<file path="src/rtl/dma_addr_pkg.sv">
package dma_addr_pkg;
  localparam int BYTE_W = 8;
  localparam int ADDR_W = 2 * BYTE_W;

  function automatic logic [ADDR_W-1:0] step_addr(input logic [ADDR_W-1:0] a,
                                                  input logic dec);
    return dec ? (a - 1'b1) : (a + 1'b1);
  endfunction

  function automatic logic [ADDR_W-1:0] put_byte(input logic [ADDR_W-1:0] a,
                                                 input logic hi,
                                                 input logic [BYTE_W-1:0] b);
    logic [ADDR_W-1:0] r;
    r = a;
    if (hi) r[ADDR_W-1:BYTE_W] = b;
    else    r[BYTE_W-1:0]      = b;
    return r;
  endfunction

  function automatic logic [BYTE_W-1:0] get_byte(input logic [ADDR_W-1:0] a,
                                                 input logic hi);
    return hi ? a[ADDR_W-1:BYTE_W] : a[BYTE_W-1:0];
  endfunction
endpackage

</file>
<file path="src/rtl/dma_byte_ptr.sv">
module dma_byte_ptr (
  input  logic clk,
  input  logic rst_n,
  input  logic mclr,
  input  logic bp_clr,
  input  logic access,
  output logic hi
);
  logic clr_evt;
  logic tgl_evt;

  assign clr_evt = mclr | bp_clr;
  assign tgl_evt = access & ~clr_evt;

  always_ff @(posedge clk or negedge rst_n) begin
    if (!rst_n)       hi <= 1'b0;
    else if (clr_evt) hi <= 1'b0;
    else if (tgl_evt) hi <= ~hi;
  end

  AST_BP_CLEAR: assert property (@(posedge clk) disable iff (!rst_n)
    (mclr || bp_clr) |=> !hi);
  AST_BP_TOGGLE: assert property (@(posedge clk) disable iff (!rst_n)
    (access && !mclr && !bp_clr) |=> (hi != $past(hi)));
  AST_BP_IDLE: assert property (@(posedge clk) disable iff (!rst_n)
    (!access && !mclr && !bp_clr) |=> $stable(hi));
endmodule

</file>
<file path="src/rtl/dma_chan_addr.sv">
module dma_chan_addr
  import dma_addr_pkg::*;
(
  input  logic              clk,
  input  logic              rst_n,
  input  logic              wr_byte,
  input  logic              hi,
  input  logic [BYTE_W-1:0] wdata,
  input  logic              xfer_here,
  input  logic              tc,
  input  logic              auto_init,
  input  logic              dec,
  output logic [ADDR_W-1:0] cur,
  output logic [ADDR_W-1:0] base
);
  logic reload_evt;
  logic step_evt;

  assign reload_evt = xfer_here & ~wr_byte & tc & auto_init;
  assign step_evt   = xfer_here & ~wr_byte & ~reload_evt;

  always_ff @(posedge clk or negedge rst_n) begin
    if (!rst_n) begin
      base <= '0;
    end else if (wr_byte) begin
      base <= put_byte(base, hi, wdata);
    end
  end

  always_ff @(posedge clk or negedge rst_n) begin
    if (!rst_n) begin
      cur <= '0;
    end else if (wr_byte) begin
      cur <= put_byte(cur, hi, wdata);
    end else if (reload_evt) begin
      cur <= base;
    end else if (step_evt) begin
      cur <= step_addr(cur, dec);
    end
  end

  AST_BASE_HOLD: assert property (@(posedge clk) disable iff (!rst_n)
    !wr_byte |=> $stable(base));
  AST_AUTO_RELOAD: assert property (@(posedge clk) disable iff (!rst_n)
    (xfer_here && !wr_byte && tc && auto_init) |=> (cur == $past(base)));
  AST_CUR_IDLE: assert property (@(posedge clk) disable iff (!rst_n)
    (!xfer_here && !wr_byte) |=> $stable(cur));
  AST_WRITE_WINS: assert property (@(posedge clk) disable iff (!rst_n)
    wr_byte |=> ((($past(hi) ? cur[ADDR_W-1:BYTE_W] : cur[BYTE_W-1:0]) == $past(wdata))
                 && (cur == base || $past(cur) != $past(base) || 1'b1)));
endmodule

</file>
<file path="src/rtl/dma_tc_status.sv">
module dma_tc_status #(
  parameter int NCH = 4
) (
  input  logic             clk,
  input  logic             rst_n,
  input  logic             mclr,
  input  logic             stat_rd,
  input  logic [NCH-1:0]   tc_set,
  input  logic [NCH-1:0]   req,
  output logic [2*NCH-1:0] stat
);
  logic [NCH-1:0] tc_flags;
  logic [NCH-1:0] kept;

  assign kept = (stat_rd | mclr) ? '0 : tc_flags;

  always_ff @(posedge clk or negedge rst_n) begin
    if (!rst_n)    tc_flags <= '0;
    else if (mclr) tc_flags <= '0;
    else           tc_flags <= kept | tc_set;
  end

  assign stat = {req, tc_flags};

  AST_TC_CLEAR: assert property (@(posedge clk) disable iff (!rst_n)
    (mclr || (stat_rd && tc_set == '0)) |=> (tc_flags == '0));
  AST_TC_SET: assert property (@(posedge clk) disable iff (!rst_n)
    (!mclr && tc_set != '0) |=> ((tc_flags & $past(tc_set)) == $past(tc_set)));
  AST_TC_STICKY: assert property (@(posedge clk) disable iff (!rst_n)
    (!mclr && !stat_rd) |=> ((tc_flags & $past(tc_flags)) == $past(tc_flags)));
endmodule

</file>
<file path="src/rtl/dma_addr_bank.sv">
module dma_addr_bank
  import dma_addr_pkg::*;
#(
  parameter int NCH  = 4,
  parameter int CH_W = $clog2(NCH)
) (
  input  logic              clk,
  input  logic              rst_n,
  input  logic              mclr,
  input  logic              bp_clr,
  input  logic              wr_en,
  input  logic              rd_en,
  input  logic [CH_W-1:0]   chan_sel,
  input  logic [BYTE_W-1:0] wdata,
  output logic [BYTE_W-1:0] rdata,
  input  logic              xfer,
  input  logic [CH_W-1:0]   xfer_ch,
  input  logic              tc,
  input  logic [NCH-1:0]    dir_dec,
  input  logic [NCH-1:0]    auto_init,
  input  logic [NCH-1:0]    hw_req,
  input  logic [NCH-1:0]    sw_req,
  input  logic              stat_rd,
  output logic [2*NCH-1:0]  stat_data,
  output logic [ADDR_W-1:0] addr_out
);
  logic              bp_hi;
  logic              access;
  logic              rd_evt;
  logic [NCH-1:0]    wr_hit;
  logic [NCH-1:0]    xfer_hit;
  logic [NCH-1:0]    tc_hit;
  logic [ADDR_W-1:0] cur_arr  [NCH];
  logic [ADDR_W-1:0] base_arr [NCH];

  assign access = wr_en | rd_en;
  assign rd_evt = rd_en & ~wr_en;

  dma_byte_ptr u_ptr (
    .clk    (clk),
    .rst_n  (rst_n),
    .mclr   (mclr),
    .bp_clr (bp_clr),
    .access (access),
    .hi     (bp_hi)
  );

  for (genvar i = 0; i < NCH; i++) begin : g_ch
    assign wr_hit[i]   = wr_en & (chan_sel == CH_W'(i));
    assign xfer_hit[i] = xfer & (xfer_ch == CH_W'(i));
    assign tc_hit[i]   = xfer_hit[i] & tc;

    dma_chan_addr u_ch (
      .clk       (clk),
      .rst_n     (rst_n),
      .wr_byte   (wr_hit[i]),
      .hi        (bp_hi),
      .wdata     (wdata),
      .xfer_here (xfer_hit[i]),
      .tc        (tc),
      .auto_init (auto_init[i]),
      .dec       (dir_dec[i]),
      .cur       (cur_arr[i]),
      .base      (base_arr[i])
    );
  end

  dma_tc_status #(.NCH(NCH)) u_stat (
    .clk     (clk),
    .rst_n   (rst_n),
    .mclr    (mclr),
    .stat_rd (stat_rd),
    .tc_set  (tc_hit),
    .req     (hw_req | sw_req),
    .stat    (stat_data)
  );

  always_ff @(posedge clk or negedge rst_n) begin
    if (!rst_n)      rdata <= '0;
    else if (rd_evt) rdata <= get_byte(cur_arr[chan_sel], bp_hi);
  end

  assign addr_out = cur_arr[xfer_ch];

  AST_ONE_WRITE: assert property (@(posedge clk) disable iff (!rst_n)
    $onehot0(wr_hit));
  AST_RDATA_HOLD: assert property (@(posedge clk) disable iff (!rst_n)
    !rd_evt |=> $stable(rdata));
endmodule

</file>
<file path="config.mk">
export PLATFORM = sky130hd
export DESIGN_NAME = dma_addr_bank
export DESIGN_NICKNAME = d
export VERILOG_FILES = /design/src/rtl/dma_addr_pkg.sv /design/src/rtl/dma_byte_ptr.sv /design/src/rtl/dma_chan_addr.sv /design/src/rtl/dma_tc_status.sv /design/src/rtl/dma_addr_bank.sv
export SDC_FILE = /design/constraint.sdc
export NUM_CORES = 1
export LEC_CHECK = 0
export BUFFER_PORTS_ARGS = -buffer_cell sky130_fd_sc_hd__buf_2
export CAP_MARGIN = 10
export CORE_ASPECT_RATIO = 0.7
export CORE_MARGIN = 1
export CORE_UTILIZATION = 60
export CTS_CLUSTER_DIAMETER = 150
export CTS_CLUSTER_SIZE = 12
export DETAILED_ROUTE_END_ITERATION = 7
export PLACE_DENSITY = 0.79
export SLEW_MARGIN = 20
export SYNTH_ARGS = -nofsm -noshare
export SYNTH_HDL_FRONTEND = slang
export SYNTH_SLANG_ARGS = --single-unit
</file>
<file path="constraint.sdc">
create_clock -name clk -period 6 [get_ports clk]
set_clock_uncertainty 0.15 [all_clocks]
set_input_delay 0.6 -clock clk [delete_from_list [all_inputs] [get_ports clk]]
set_output_delay 0.6 -clock clk [all_outputs]
set_load 0.005 [all_outputs]
</file>
==> After elaboration in Yosys (flattened, before gate mapping) <==
Cells that the tools add are included.
{ "word_totals": {"reg_bits": 141, "input_bits": 37, "out_inout_bits": 32, "wordCells": 143} }
{ "classes": {"addsub": 8, "magnitude_cmp": 2, "n_eq_ne": 14, "muxes": 29, "bitwise": 48, "n_reduce_logical": 23} }
{ "op_table": {"columns": ["op", "count"], "rows": [
  ["16-bit two-way mux", 20],
  ["16-bit by 1-bit adder with 16-bit output (second input constant)", 4],
  ["16-bit binary-select mux with 2-bit select", 2],
  ["16-bit by 1-bit subtractor with 16-bit output (second input constant)", 4],
  ["2-bit AND reduction", 16],
  ["1-bit AND", 30],
  ["8-bit two-way mux", 3],
  ["2-bit != test (second input constant)", 8],
  ["3-bit nonzero test", 4],
  ["1-bit NOT", 11],
  ["2-bit equality test (second input constant)", 4],
  ["4-bit two-way mux", 2],
  ["4-bit bitwise OR", 2],
  ["3-bit greater-or-equal comparator (second input constant)", 2],
  ["2-bit NOT with 3-bit output", 2],
  ["2-bit by 1-bit equality test with 1-bit output (second input constant)", 2],
  ["2-bit zero test", 2],
  ["1-bit bitwise OR", 3],
  ["1-bit two-way mux", 2],
  ["2-bit nonzero test", 1]
]} }

==> Depth between registers and ports, before layout <==
{ "logic_depth": {"depth_word": 11, "ltp_mapped": 9, "ltp_nobuf": 9} }

==> Modules after synthesis <==
A second synthesis with hierarchy kept.
{ "unflattened": {"hier_cells": 1146, "area_unflattened_um2": 10586.4} }
{ "by_module_without_submodules": {"columns": ["mod", "n_inst", "cells_each", "area_per_inst_um2", "seq_area_each_um2"], "rows": [
  ["dma_chan_addr at g_ch[1].u_ch ...", 3, 241, 2209.6, 800.8],
  ["dma_chan_addr at g_ch[0].u_ch", 1, 269, 2343.5, 800.8],
  ["dma_addr_bank", 1, 131, 1380.1, 200.2],
  ["dma_tc_status", 1, 20, 190.2, 100.1],
  ["dma_byte_ptr", 1, 3, 43.8, 25.0]
]} }

==> Worst setup path after synthesis <==
Ideal clock, no wire load.
{ "synth_path": {"path_type": "input-to-reg", "start": "input dir_dec[3]", "end": "register g_ch[3].u_ch.cur[15]", "setup_ps": 131, "arrival_time_ps": 2488, "t_required_ps": 5719, "slack_ps": 3231, "path_stages": 9, "path_buffers": 0, "path_cell_list": "ha_1 and3_1 a41oi_2 a21oi_2 a221o_1 nor3b_2 nor3_2 and3_1 or3_1"} }
{ "synth_between": {"elab_chain_cells": 4} }
{ "synth_lines": {"columns": ["element", "line", "text"], "rows": [
  ["start, declared", "dma_addr_bank.sv:19", "input logic [NCH-1:0] dir_dec,"],
  ["16-bit two-way mux", "dma_addr_pkg.sv:7", "return dec ? (a - 1'b1) : (a + 1'b1);"],
  ["16-bit two-way mux", "dma_chan_addr.sv:37", "end else if (step_evt) begin"],
  ["16-bit two-way mux", "dma_chan_addr.sv:35", "end else if (reload_evt) begin"],
  ["16-bit two-way mux", "dma_chan_addr.sv:33", "end else if (wr_byte) begin"],
  ["end signal, assigned", "dma_chan_addr.sv:34", "cur <= put_byte(cur, hi, wdata);"],
  ["end signal, assigned", "dma_chan_addr.sv:36", "cur <= base;"],
  ["end signal, assigned", "dma_chan_addr.sv:38", "cur <= step_addr(cur, dec);"],
  ["end, declared", "dma_chan_addr.sv:13", "output logic [ADDR_W-1:0] cur,"]
]} }
Every way passes these cells. The select of a mux whose other input is x is not followed.
A chain may end at the register's enable or synchronous reset.

==> Final worst setup path <==
{ "layout_path": {"start": "input chan_sel[1]", "end": "register g_ch[1].u_ch.cur[15]"} }
{ "layout_between": {"elab_chain_cells": 10, "word_cells_on_any_way": 13, "classes_between": "2 x eq/ne; 2 x mux; 7 x bitwise; 2 x reduce/logical"} }
{ "layout_lines": {"columns": ["element", "line", "text"], "rows": [
  ["start, declared", "dma_addr_bank.sv:13", "input logic [CH_W-1:0] chan_sel,"],
  ["2-bit by 1-bit equality test with 1-bit output (*)", "dma_addr_bank.sv:49", "assign wr_hit[i] = wr_en & (chan_sel == CH_W'(i));"],
  ["1-bit AND (*)", "dma_addr_bank.sv:49", null],
  ["1-bit NOT", "dma_chan_addr.sv:19, dma_chan_addr.sv:20", null],
  ["1-bit AND", "dma_chan_addr.sv:19, dma_chan_addr.sv:20", null],
  ["1-bit AND (2 in a row)", "dma_chan_addr.sv:19", "assign reload_evt = xfer_here & ~wr_byte & tc & auto_init;"],
  ["1-bit NOT", "dma_chan_addr.sv:20", "assign step_evt = xfer_here & ~wr_byte & ~reload_evt;"],
  ["1-bit AND", "dma_chan_addr.sv:20", null],
  ["3-bit nonzero test (no line)", null, null],
  ["2-bit AND reduction (no line)", null, null],
  ["end signal, assigned", "dma_chan_addr.sv:34", null],
  ["end signal, assigned", "dma_chan_addr.sv:36", null],
  ["end signal, assigned", "dma_chan_addr.sv:38", null],
  ["end, declared", "dma_chan_addr.sv:13", null]
]} }
Every way passes the cells marked *; elsewhere a longest branch is shown, timed or not.

==> impl_metrics.ini <==
[pwr]
power_leakage_nw = 4.863
p_seq_frac = 0.321
internal_power_w = 0.003187
p_switching_w = 0.002227
power.density_nw_per_um2 = 491.9
switching_share = 0.4114
worst_ir_drop_vdd_mv = 0.3188
fin_total_pwr_w = 0.005414
comb_power_share = 0.467
clockPowerShare = 0.212

[drt]
ant_nets = 0
post_drt_wl_per_cell_um = 21.99
drc = 0
drtIter0Drc = 1158
first_pass_iters = 6
wl_um = 29820
vias_per_cell = 6.660
vias = 9031

[setup_path]
cpPeakStageDelay_ns = 0.44
crit_top_cell = nand2_1
worstSetupStartpointType = primary input
slowest_stage = nand2_1
rrSetupSlack_ns = 3.09
crit_fanout = 23
crit_buf_inv = 1
r2r_end = g_ch[2].u_ch.cur[12]$_DFFE_PN0P_
critPathKind = in -> reg
end_kind = register
worst_r2r_startpoint = g_ch[2].u_ch.cur[0]$_DFFE_PN0P_
worstRegToRegCells = 9
arrival_ns = 3.31
cp.required_ns = 6.16
cpLargestDelayFamily = simple AND/OR/NAND/NOR gates
crit_path_cell_trace = buf_2, and2b_1, nand2_1, nand2_1, o21ai_0, nand2_1, o311a_1, o221ai_1, a31oi_1

[layout]
areaGrowthSynthToFinish_pct = 10.84
fin_cells = 1356
nets = 1220
multiInputGateArea_um2 = 6132
fin_area_um2 = 11010
drive_gt1_frac = 0.1699
regArea_um2 = 3528
fillers = 1189
diodes = 0

[logic_synthesis]
synthCells = 1082
syn_nets = 1179
yosysTopAreaCellShare = 0.3553
synth-edff-count = 0
synth_top_flop_cell = dfrtp_1
synth.distinct_cells = 69
ys_seq_area_frac = 0.3553
netlist.top_cell.by_area = dfrtp_1
synth_warnings = 0
ys_ff_latch = 141
avgSynthCellArea_um2 = 9.178
synth_area_leaders = dfrtp_1 36%, ha_1 7.1%, nand2_1 6.8%
synth_area_um2 = 9931
synthArstFlopShare = 1.000

[floorplan]
num_io_pins = 69
core_um2 = 15830
die-area_um2 = 17080
num_rows = 38
die_h_um = 109.6
start_util = 0.6272
die_x_um = 155.8

[timing]
setup_viol = 0
fmax_mhz = 317.6
period_needed_ns = 3.149
rsz0062_at_grt = false
hold_viol_final = 0
worst_pin_slew_ns = 0.9638
fin_tns_setup_ns = 0
finalMaxSlewViolations = 0
finalCritPeriodShare = 0.5248
slew_headroom = 0.3551

[clock_network]
ctsResizeCount = 0
cts.htree.levels = 4
holdBufCountCts = 0
clk_pin_slew_ns = 0.06
clock-sinks = 141
cts_root_buf = clkbuf_16
cts_buffer_depth = 2
insertion_delay_ns = 0.44
cts_tree = yes
numCtsBuffers = 17
cts_setup_buffers = 0

[place]
dpl_cell_area_um2 = 10370
dp_cells = 1324
portBuffers = 68
dp_hpwl_um = 21010
gp_congestion = 0.9635

[global_routing]
overflow = 0
grt_pass1_wl_um = 47020
first_global_vias = 8405
antenna_found_initial = 0
track_usage = 0.3695
grt_start_max_net_pins = 80

[job]
cap_violations = 0

[hold_path]
holdCritPathClass = in -> async

[status]
status = completed
final cells by class:
type	instances	share of cell area
Tap cell	220	0.02501
Timing Repair Buffer	71	0.03353
Clock buffer	21	0.04274
Sequential cell	141	0.3206
Clock inverter	11	0.01489
Inverter	18	0.006138
Multi-Input combinational cell	874	0.5571
logic make-up after synthesis:
| family | share of synthesized area |
|---|---|
| flops | 0.3553 |
| xor+xnor | 0.04057 |
| mux | 0.1390 |
| buf+inv | 0.02721 |
| compound gates | 0.1908 |
| fa+ha+maj | 0.07862 |
| simple gates | 0.1686 |
stage by stage:
stage | utilization | worst slack, ns | hold slack, ns
floorplan | - | 3.231 | 0.1544
global placement | 0.6551 | 2.626 | 0.3066
detailed placement | 0.6551 | 2.510 | 0.3143
CTS | 0.6952 | 2.969 | 0.08442
global route | 0.6952 | 2.655 | 0.1170
finish | 0.6952 | 2.851 | 0.05501
power groups by stage:
| stage | clock [W] | sequential, W | combinational (W) |
|---|---|---|---|
| 2_1_floorplan | 0 | 0.00149 | 0.00190 |
| 3_3_place_gp | 0 | 0.00170 | 0.00238 |
| 3_5_place_dp | 0 | 0.00172 | 0.00243 |
| 4_1_cts | 0.00115 | 0.00170 | 0.00247 |
| 5_1_grt | 0.00119 | 0.00176 | 0.00278 |
| 6_report | 0.00115 | 0.00174 | 0.00253 |
sequential cells by signal, summed over array words and instances (netlist names):
signal / cells
g_ch.u_ch.base: 64
rdata: 8
g_ch.u_ch.cur: 64
u_stat.tc_flags: 4
u_ptr.hi: 1
cell usage in the layout, fill, tap and decap left out, types with 19 or more instances in the layout:
master,Yosys,layout
a21o_1,22,22
a21oi_1,70,70
a31oi_1,20,20
buf_2,9,67
dfrtp_1,141,141
ha_1,56,56
mux2_2,49,49
mux4_2,30,30
nand2_1,181,181
nor2_1,76,76
o211ai_1,19,19
o21ai_0,100,100
xnor2_1,28,28
routing by layer:
metal  vias to the layer above  wire length (um)  global-route usage
met4                         0              1139              0.1674
met2                       565             12380              0.5231
met5                         -                 0                   0
met3                        95              3644             0.09342
li1                       4064                 -                   -
met1                      4307             12660              0.5340
synthesized netlist by cell type (20+ instances only):
| library cell | instances |
|---|---|
| nand2_1 | 181 |
| a21o_1 | 22 |
| nor2_1 | 76 |
| mux2_2 | 49 |
| o21ai_0 | 100 |
| xnor2_1 | 28 |
| mux4_2 | 30 |
| dfrtp_1 | 141 |
| clkbuf_1 | 35 |
| ha_1 | 56 |
| a21oi_1 | 70 |
| a31oi_1 | 20 |
worst max path at each step:
stage          cells past startpoint  slack (ns)                          endpoint        start
2_1_floorplan                      9        3.23  g_ch[3].u_ch.cur[15]$_DFFE_PN0P_   dir_dec[3]
3_3_place_gp                       8        2.63  g_ch[1].u_ch.cur[15]$_DFFE_PN0P_  chan_sel[0]
3_5_place_dp                       8        2.51  g_ch[1].u_ch.cur[15]$_DFFE_PN0P_  chan_sel[0]
4_1_cts                            8        2.97  g_ch[1].u_ch.cur[15]$_DFFE_PN0P_  chan_sel[0]
5_1_grt                            8        2.65  g_ch[1].u_ch.cur[15]$_DFFE_PN0P_  chan_sel[0]
6_report                           9        2.85  g_ch[1].u_ch.cur[15]$_DFFE_PN0P_  chan_sel[1]
(Power assumes the default switching activity.)
